`src/rtl/pt_walker_pkg.sv`:
```
package pt_walker_pkg;
    typedef enum logic [1:0] {
        W_IDLE  = 2'd0,
        W_ISSUE = 2'd1,
        W_WAIT  = 2'd2,
        W_DONE  = 2'd3
    } walk_st_e;
endpackage

```
`src/rtl/pw_index.sv`:
```
// Selects the 9-bit index of the current level and forms the entry address.
module pw_index #(
    parameter int VA_W   = 48,
    parameter int PA_W   = 52,
    parameter int LEVELS = 4,
    parameter int IDX_W  = 9,
    parameter int OFF_W  = 12,
    parameter int ENT_LG = 3
) (
    input  logic [VA_W-1:OFF_W]          vpn,
    input  logic [PA_W-1:OFF_W]          frame,
    input  logic [$clog2(LEVELS)-1:0]    lvl,
    output logic [PA_W-1:0]              entry_addr
);
    localparam int LVL_W = $clog2(LEVELS);

    logic [IDX_W-1:0] idx_tab [LEVELS];
    logic [IDX_W-1:0] idx;

    for (genvar g = 0; g < LEVELS; g++) begin : g_idx
        assign idx_tab[g] = vpn[OFF_W + g*IDX_W +: IDX_W];
    end

    always_comb begin
        idx = '0;
        for (int i = 0; i < LEVELS; i++) begin
            if (lvl == LVL_W'(i)) idx = idx_tab[i];
        end
    end

    assign entry_addr = {frame, {OFF_W{1'b0}}} + (PA_W'(idx) << ENT_LG);
endmodule

```
`src/rtl/pw_leaf.sv`:
```
// Decodes one entry: present, leaf, next table frame, leaf address merge.
module pw_leaf #(
    parameter int PA_W      = 52,
    parameter int ENT_W     = 64,
    parameter int LEVELS    = 4,
    parameter int IDX_W     = 9,
    parameter int OFF_W     = 12,
    parameter int LARGE_MAX = 2,
    parameter int LARGE_BIT = 7,
    parameter int NX_BIT    = 63
) (
    input  logic [ENT_W-1:0]                     entry,
    input  logic [$clog2(LEVELS)-1:0]            lvl,
    input  logic [OFF_W+LARGE_MAX*IDX_W-1:0]     voff,
    output logic                                 present,
    output logic                                 leaf,
    output logic [PA_W-1:OFF_W]                  next_frame,
    output logic [PA_W-1:0]                      paddr,
    output logic                                 nx
);
    localparam int LVL_W = $clog2(LEVELS);

    logic [PA_W-1:0] pa_tab [LARGE_MAX+1];
    logic            unused_bits;

    for (genvar g = 0; g <= LARGE_MAX; g++) begin : g_pa
        localparam int SPLIT = OFF_W + g*IDX_W;
        assign pa_tab[g] = {entry[PA_W-1:SPLIT], voff[SPLIT-1:0]};
    end

    assign present    = entry[0];
    assign next_frame = entry[PA_W-1:OFF_W];
    assign nx         = entry[NX_BIT];
    assign leaf       = (lvl == '0) ||
                        (entry[LARGE_BIT] && (int'(lvl) <= LARGE_MAX));

    always_comb begin
        paddr = pa_tab[0];
        for (int i = 1; i <= LARGE_MAX; i++) begin
            if (lvl == LVL_W'(i)) paddr = pa_tab[i];
        end
    end

    assign unused_bits = ^{entry[NX_BIT-1:PA_W], entry[OFF_W-1:LARGE_BIT+1],
                           entry[LARGE_BIT-1:1]};
endmodule

```
`src/rtl/pt_walker.sv`:
```
module pt_walker
    import pt_walker_pkg::*;
#(
    parameter int VA_W      = 48,
    parameter int PA_W      = 52,
    parameter int ENT_W     = 64,
    parameter int LEVELS    = 4,
    parameter int IDX_W     = 9,
    parameter int OFF_W     = 12,
    parameter int LARGE_MAX = 2,
    parameter int LARGE_BIT = 7,
    parameter int NX_BIT    = 63
) (
    input  logic                          clk,
    input  logic                          rst_n,
    input  logic                          req_valid,
    output logic                          req_ready,
    input  logic [VA_W-1:0]               req_vaddr,
    input  logic [PA_W-1:0]               req_root,
    output logic                          mem_req_valid,
    input  logic                          mem_req_ready,
    output logic [PA_W-1:0]               mem_req_addr,
    input  logic                          mem_rsp_valid,
    input  logic [ENT_W-1:0]              mem_rsp_data,
    output logic                          rsp_valid,
    input  logic                          rsp_ready,
    output logic                          rsp_fault,
    output logic [$clog2(LEVELS):0]       rsp_level,
    output logic [PA_W-1:0]               rsp_paddr,
    output logic [$clog2(LEVELS)-1:0]     rsp_size,
    output logic                          rsp_nx
);
    localparam int LVL_W  = $clog2(LEVELS);
    localparam int VOFF_W = OFF_W + LARGE_MAX*IDX_W;

    typedef struct packed {
        walk_st_e              st;
        logic [LVL_W-1:0]      lvl;
        logic [VA_W-1:0]       va;
        logic [PA_W-1:OFF_W]   frame;
        logic                  fault;
        logic [LVL_W:0]        flvl;
        logic [PA_W-1:0]       pa;
        logic [LVL_W-1:0]      size;
        logic                  nx;
    } walk_t;

    walk_t d, q;

    logic                ent_present, ent_leaf, ent_nx;
    logic [PA_W-1:OFF_W] ent_next;
    logic [PA_W-1:0]     ent_pa;
    logic                unused_root;

    assign unused_root = ^req_root[OFF_W-1:0];

    pw_index #(
        .VA_W(VA_W), .PA_W(PA_W), .LEVELS(LEVELS),
        .IDX_W(IDX_W), .OFF_W(OFF_W), .ENT_LG(3)
    ) u_index (
        .vpn        (q.va[VA_W-1:OFF_W]),
        .frame      (q.frame),
        .lvl        (q.lvl),
        .entry_addr (mem_req_addr)
    );

    pw_leaf #(
        .PA_W(PA_W), .ENT_W(ENT_W), .LEVELS(LEVELS), .IDX_W(IDX_W),
        .OFF_W(OFF_W), .LARGE_MAX(LARGE_MAX), .LARGE_BIT(LARGE_BIT),
        .NX_BIT(NX_BIT)
    ) u_leaf (
        .entry      (mem_rsp_data),
        .lvl        (q.lvl),
        .voff       (q.va[VOFF_W-1:0]),
        .present    (ent_present),
        .leaf       (ent_leaf),
        .next_frame (ent_next),
        .paddr      (ent_pa),
        .nx         (ent_nx)
    );

    always_comb begin
        d             = q;
        req_ready     = (q.st == W_IDLE);
        mem_req_valid = (q.st == W_ISSUE);
        rsp_valid     = (q.st == W_DONE);
        case (q.st)
            W_IDLE: begin
                if (req_valid) begin
                    d.st    = W_ISSUE;
                    d.lvl   = LVL_W'(LEVELS-1);
                    d.va    = req_vaddr;
                    d.frame = req_root[PA_W-1:OFF_W];
                    d.fault = 1'b0;
                    d.flvl  = '0;
                    d.pa    = '0;
                    d.size  = '0;
                    d.nx    = 1'b0;
                end
            end
            W_ISSUE: begin
                if (mem_req_ready) d.st = W_WAIT;
            end
            W_WAIT: begin
                if (mem_rsp_valid) begin
                    if (!ent_present) begin
                        d.st    = W_DONE;
                        d.fault = 1'b1;
                        d.flvl  = (LVL_W+1)'(q.lvl) + 1'b1;
                    end else if (ent_leaf) begin
                        d.st   = W_DONE;
                        d.pa   = ent_pa;
                        d.size = q.lvl;
                        d.nx   = ent_nx;
                    end else begin
                        d.st    = W_ISSUE;
                        d.frame = ent_next;
                        d.lvl   = q.lvl - 1'b1;
                    end
                end
            end
            W_DONE: begin
                if (rsp_ready) d.st = W_IDLE;
            end
            default: d.st = W_IDLE;
        endcase
    end

    always_ff @(posedge clk) begin
        if (!rst_n) q <= '0;
        else        q <= d;
    end

    assign rsp_fault = q.fault;
    assign rsp_level = q.flvl;
    assign rsp_paddr = q.pa;
    assign rsp_size  = q.size;
    assign rsp_nx    = q.nx;

    // read request held with a stable address until accepted
    p_req_hold_r9: assert property (@(posedge clk) disable iff (!rst_n)
        mem_req_valid && !mem_req_ready |=> mem_req_valid && $stable(mem_req_addr));

    // no back-to-back read after a handshake (response must come first)
    p_one_read_r9: assert property (@(posedge clk) disable iff (!rst_n)
        mem_req_valid && mem_req_ready |=> !mem_req_valid);

    // result held until taken
    p_rsp_hold_r10: assert property (@(posedge clk) disable iff (!rst_n)
        rsp_valid && !rsp_ready |=> rsp_valid &&
        $stable({rsp_fault, rsp_level, rsp_paddr, rsp_size, rsp_nx}));

    // accepting requests only while nothing else is in progress
    p_busy_r10: assert property (@(posedge clk) disable iff (!rst_n)
        req_ready |-> !mem_req_valid && !rsp_valid);

    // entry addresses are 8-byte aligned
    p_align_r2: assert property (@(posedge clk) disable iff (!rst_n)
        mem_req_valid |-> mem_req_addr[2:0] == 3'b000);

    // a 1 GB result keeps the low 30 virtual bits
    p_gb_offset_r4: assert property (@(posedge clk) disable iff (!rst_n)
        rsp_valid && !rsp_fault && rsp_size == LVL_W'(2) |->
        rsp_paddr[OFF_W+2*IDX_W-1:0] == q.va[OFF_W+2*IDX_W-1:0]);

    // a fault carries a level and no translation
    p_fault_clean_r7: assert property (@(posedge clk) disable iff (!rst_n)
        rsp_valid && rsp_fault |-> rsp_level != '0 && rsp_paddr == '0 && !rsp_nx);
endmodule

```
`config.mk`:
```
export PLATFORM = sky130hd
export DESIGN_NAME = pt_walker
export DESIGN_NICKNAME = d
export VERILOG_FILES = /design/src/rtl/pt_walker_pkg.sv /design/src/rtl/pw_index.sv /design/src/rtl/pw_leaf.sv /design/src/rtl/pt_walker.sv
export SDC_FILE = /design/constraint.sdc
export NUM_CORES = 1
export LEC_CHECK = 0
export ABC_AREA = 0
export BUFFER_PORTS_ARGS = -buffer_cell sky130_fd_sc_hd__buf_4
export CAP_MARGIN = 20
export CORE_UTILIZATION = 44
export DETAILED_ROUTE_END_ITERATION = 7
export PLACE_DENSITY = 0.76
export SETUP_SLACK_MARGIN = 0.3
export SYNTH_ARGS = -nofsm -noshare
export SYNTH_HDL_FRONTEND = slang
export SYNTH_SLANG_ARGS = --single-unit
export TNS_END_PERCENT = 50
```
`constraint.sdc`:
```
create_clock -name clk -period 1.9 [get_ports clk]
set_input_delay 0.38 -clock clk [delete_from_list [all_inputs] [get_ports clk]]
set_output_delay 0.38 -clock clk [all_outputs]
set_load 0.02 [all_outputs]
```
==> impl_metrics.tcl <==
set metrics [dict create \
    status "finished, violations left" \
    violations "negative setup slack" \
    met2_usage_pct 43.8 \
    synth.avg_cell_area_um2 8.92 \
    ir_worst_vdd_v 0.000717 \
    seq_power_share_pct 37.1 \
    grt_antenna_before_repair 0 \
    finalSetupTns_ns -2.41 \
    clock_latency_ns 0.43 \
    synth_top_family_by_area "compound AO/OA/AOI/OAI gates" \
    rows 46 \
    dp_hpwl_um 14400 \
    layout-drive-gt1-share_pct 43.1 \
    sw_frac_of_total_pct 30.4 \
    final-hold-violation-count 0 \
    cts_buffer_depth 2 \
    grt.total_usage_pct 25.7 \
    core-area_mm2 0.0159 \
    skew_ns 0.00869 \
    detail-route-antenna-nets 0 \
    pin_count 284 \
    cts.sinks 151 \
    cts_tree "yes" \
    numCtsBuffers 17 \
    die_y_um 130 \
    synthAdderAreaFrac_pct 0.694 \
    internal_power_mw 6.73 \
    grt.busiest_layer "met2" \
    syn_to_final_growth_pct 36.6 \
    critPathCaptureType "output port" \
    dieArea_mm2 0.0169 \
    ys_types 37 \
    synth.area.mux_share_pct 3.05 \
    arrival_ns 1.82 \
    port_buffers 247 \
    fin_nets 1130 \
    die_width_um 130 \
    period_minus_slack_ns 2.20 \
    h-tree-depth 4 \
    clkTransAtPathRegs_ns 0.06 \
    yosys.area_share.simple_pct 14.0 \
    post_drt_wl_per_cell_um 18.5 \
    grt_pass1_wl_um 32700 \
    drc 0 \
    ys.flop_type "dfxtp_1" \
    required_ns 1.52 \
    firstDrtPassIters 5 \
    routed_wl_um 22000 \
    finalCritPeriodShare_pct 116 \
    worst_pin_slew_ns 0.525 \
    cp-start-kind "register" \
    ctsHoldBuffers 0 \
    n_antenna_cell 0 \
    critPathMaxFanout 10 \
    layout_common_cells "251 x buf_4, 163 x nand2_1, 147 x dfxtp_1" \
    fmax_mhz 455 \
    dp_slack_ns 0.0131 \
    vias 6429 \
    fill_cells 1334 \
    routed_via_density 5.43 \
    initial_core_util_pct 45.2 \
    clkPwrFrac_pct 35.5 \
    synth_seq_cells 151 \
    grt_max_degree 91 \
    syn_inst 808 \
    setup_viol 9 \
    power_mw 9.67 \
    setup_ws_ns -0.299 \
    grt_pass1_vias 5941 \
    routabilityCongestion 0.778 \
    synth-seq-area-share_pct 41.9 \
    gr-total-overflow 0 \
    pwr-share-comb_pct 27.4 \
    final_common_cell "buf_4" \
    powerDensity_mw_per_mm2 982 \
    ys_warn_count 0 \
    synth_xor_area_share_pct 0 \
    p_leak_nw 4.03 \
    critical_path_class "register to output port" \
    max-slew-margin-rel_pct 65.0 \
    syn_area_mm2 0.00721 \
    maxCapViolCount 0 \
    rsz0062_at_grt "yes" \
    drt_iter0_markers 322 \
    ys_async_sr_fraction_pct 0 \
    root_buffer "clkbuf_16" \
    synth_edf_count 0 \
    p_sw_mw 2.94 \
    grt_use_met1_pct 31.5 \
    slew_viol_final 0 \
    synth-compound-area-share_pct 24.7 \
    grtUsageMet3_pct 5.33 \
    hp-class "input pin to register" \
]
## final timing paths
path	cells after the start	from	endpoint	slack, ns
min reg2reg	2	q[106]	q[106]	0.45
max reg2reg	8	q[147]	q[91]	0.03
min	2	mem_rsp_data[63]	rsp_nx	0.17
max	8	q[148]	mem_req_addr[4]	-0.30
## cell usage after synthesis (10+ instances only)
cell type | n | area share [%]
nand2_1 | 163 | 8.5
a311oi_2 | 38 | 7.9
nand3b_1 | 10 | 1.0
o21ai_0 | 13 | 0.90
a32o_1 | 22 | 3.1
buf_2 | 27 | 1.9
o2bb2ai_1 | 19 | 2.3
clkbuf_1 | 31 | 1.6
mux2i_1 | 22 | 3.1
buf_4 | 105 | 11
a22o_1 | 15 | 1.8
dfxtp_1 | 151 | 42
a21oi_1 | 109 | 7.6
nand3_1 | 40 | 2.8
## per-layer routing
layer / routed length [um] / up-vias
li1: - / 3059
met1: 8980 / 3059
met2: 10900 / 270
met3: 1460 / 41
met4: 574 / 0
met5: 0 / -
## cells by family (layout without fill, tap and decap cells)
| kind of cell | count (synthesis) | in the layout |
|---|---|---|
| AOI/OAI and AO/OA | 225 | 225 |
| DFF | 151 | 151 |
| buffers and inverters | 173 | 329 |
| other | 1 | 3 |
| muxes | 22 | 22 |
| and+or+nand+nor | 232 | 234 |
| adders and majority gates | 4 | 4 |
## sequential cells by signal, indices dropped and copies added (netlist names)
name	count
q	92
rsp_fault	1
rsp_level	3
rsp_nx	1
rsp_paddr	52
rsp_size	2
## stage by stage
stage	instance area (um^2)	hold WS (ns)	instances	util, %
global route	9850	0.181	1184	61.8
floorplan	7330	0.434	810	-
CTS	9700	0.157	1176	60.9
detailed placement	8630	0.447	1128	54.2
global placement	8630	0.442	1128	54.2
finish	9850	0.166	1184	61.8
## worst max-delay path, cell delays in order, from the launching register on
cell and delay [ns]:
dfxtp_2 0.35, inv_4 0.05, ha_4 0.16, buf_12 0.13
nand3b_1 0.18, a21oi_2 0.18, a21oi_2 0.06, o21ai_2 0.15
buf_6 0.14
## power by group through the flow
stage	Combinational (mW)	Clock, mW	Sequential, mW
floorplan	1.64	0	3.59
global placement	2.23	0	3.63
detailed placement	2.26	0	3.64
CTS	2.58	3.46	3.58
global route	2.83	3.62	3.61
finish	2.65	3.43	3.59
## final cells by class
class | instances | area, um^2 | share of cell area, %
multi-input cells | 488 | 3320 | 33.7
flip-flops and latches | 151 | 3040 | 30.8
repair buffers | 295 | 2610 | 26.5
clock buffers | 20 | 437 | 4.43
well taps | 216 | 270 | 2.74
clock inverters | 11 | 150 | 1.52
inverters | 3 | 21.3 | 0.216
## what timing repair did
item                                    CTS  global route
setup buffers                             9             8
pin swaps                                 8            22
endpoints found under the setup margin  158           108
gates resized for setup                  48            29
gates cloned                              8             0
Note: power is estimated with default switching activity, not from simulation.
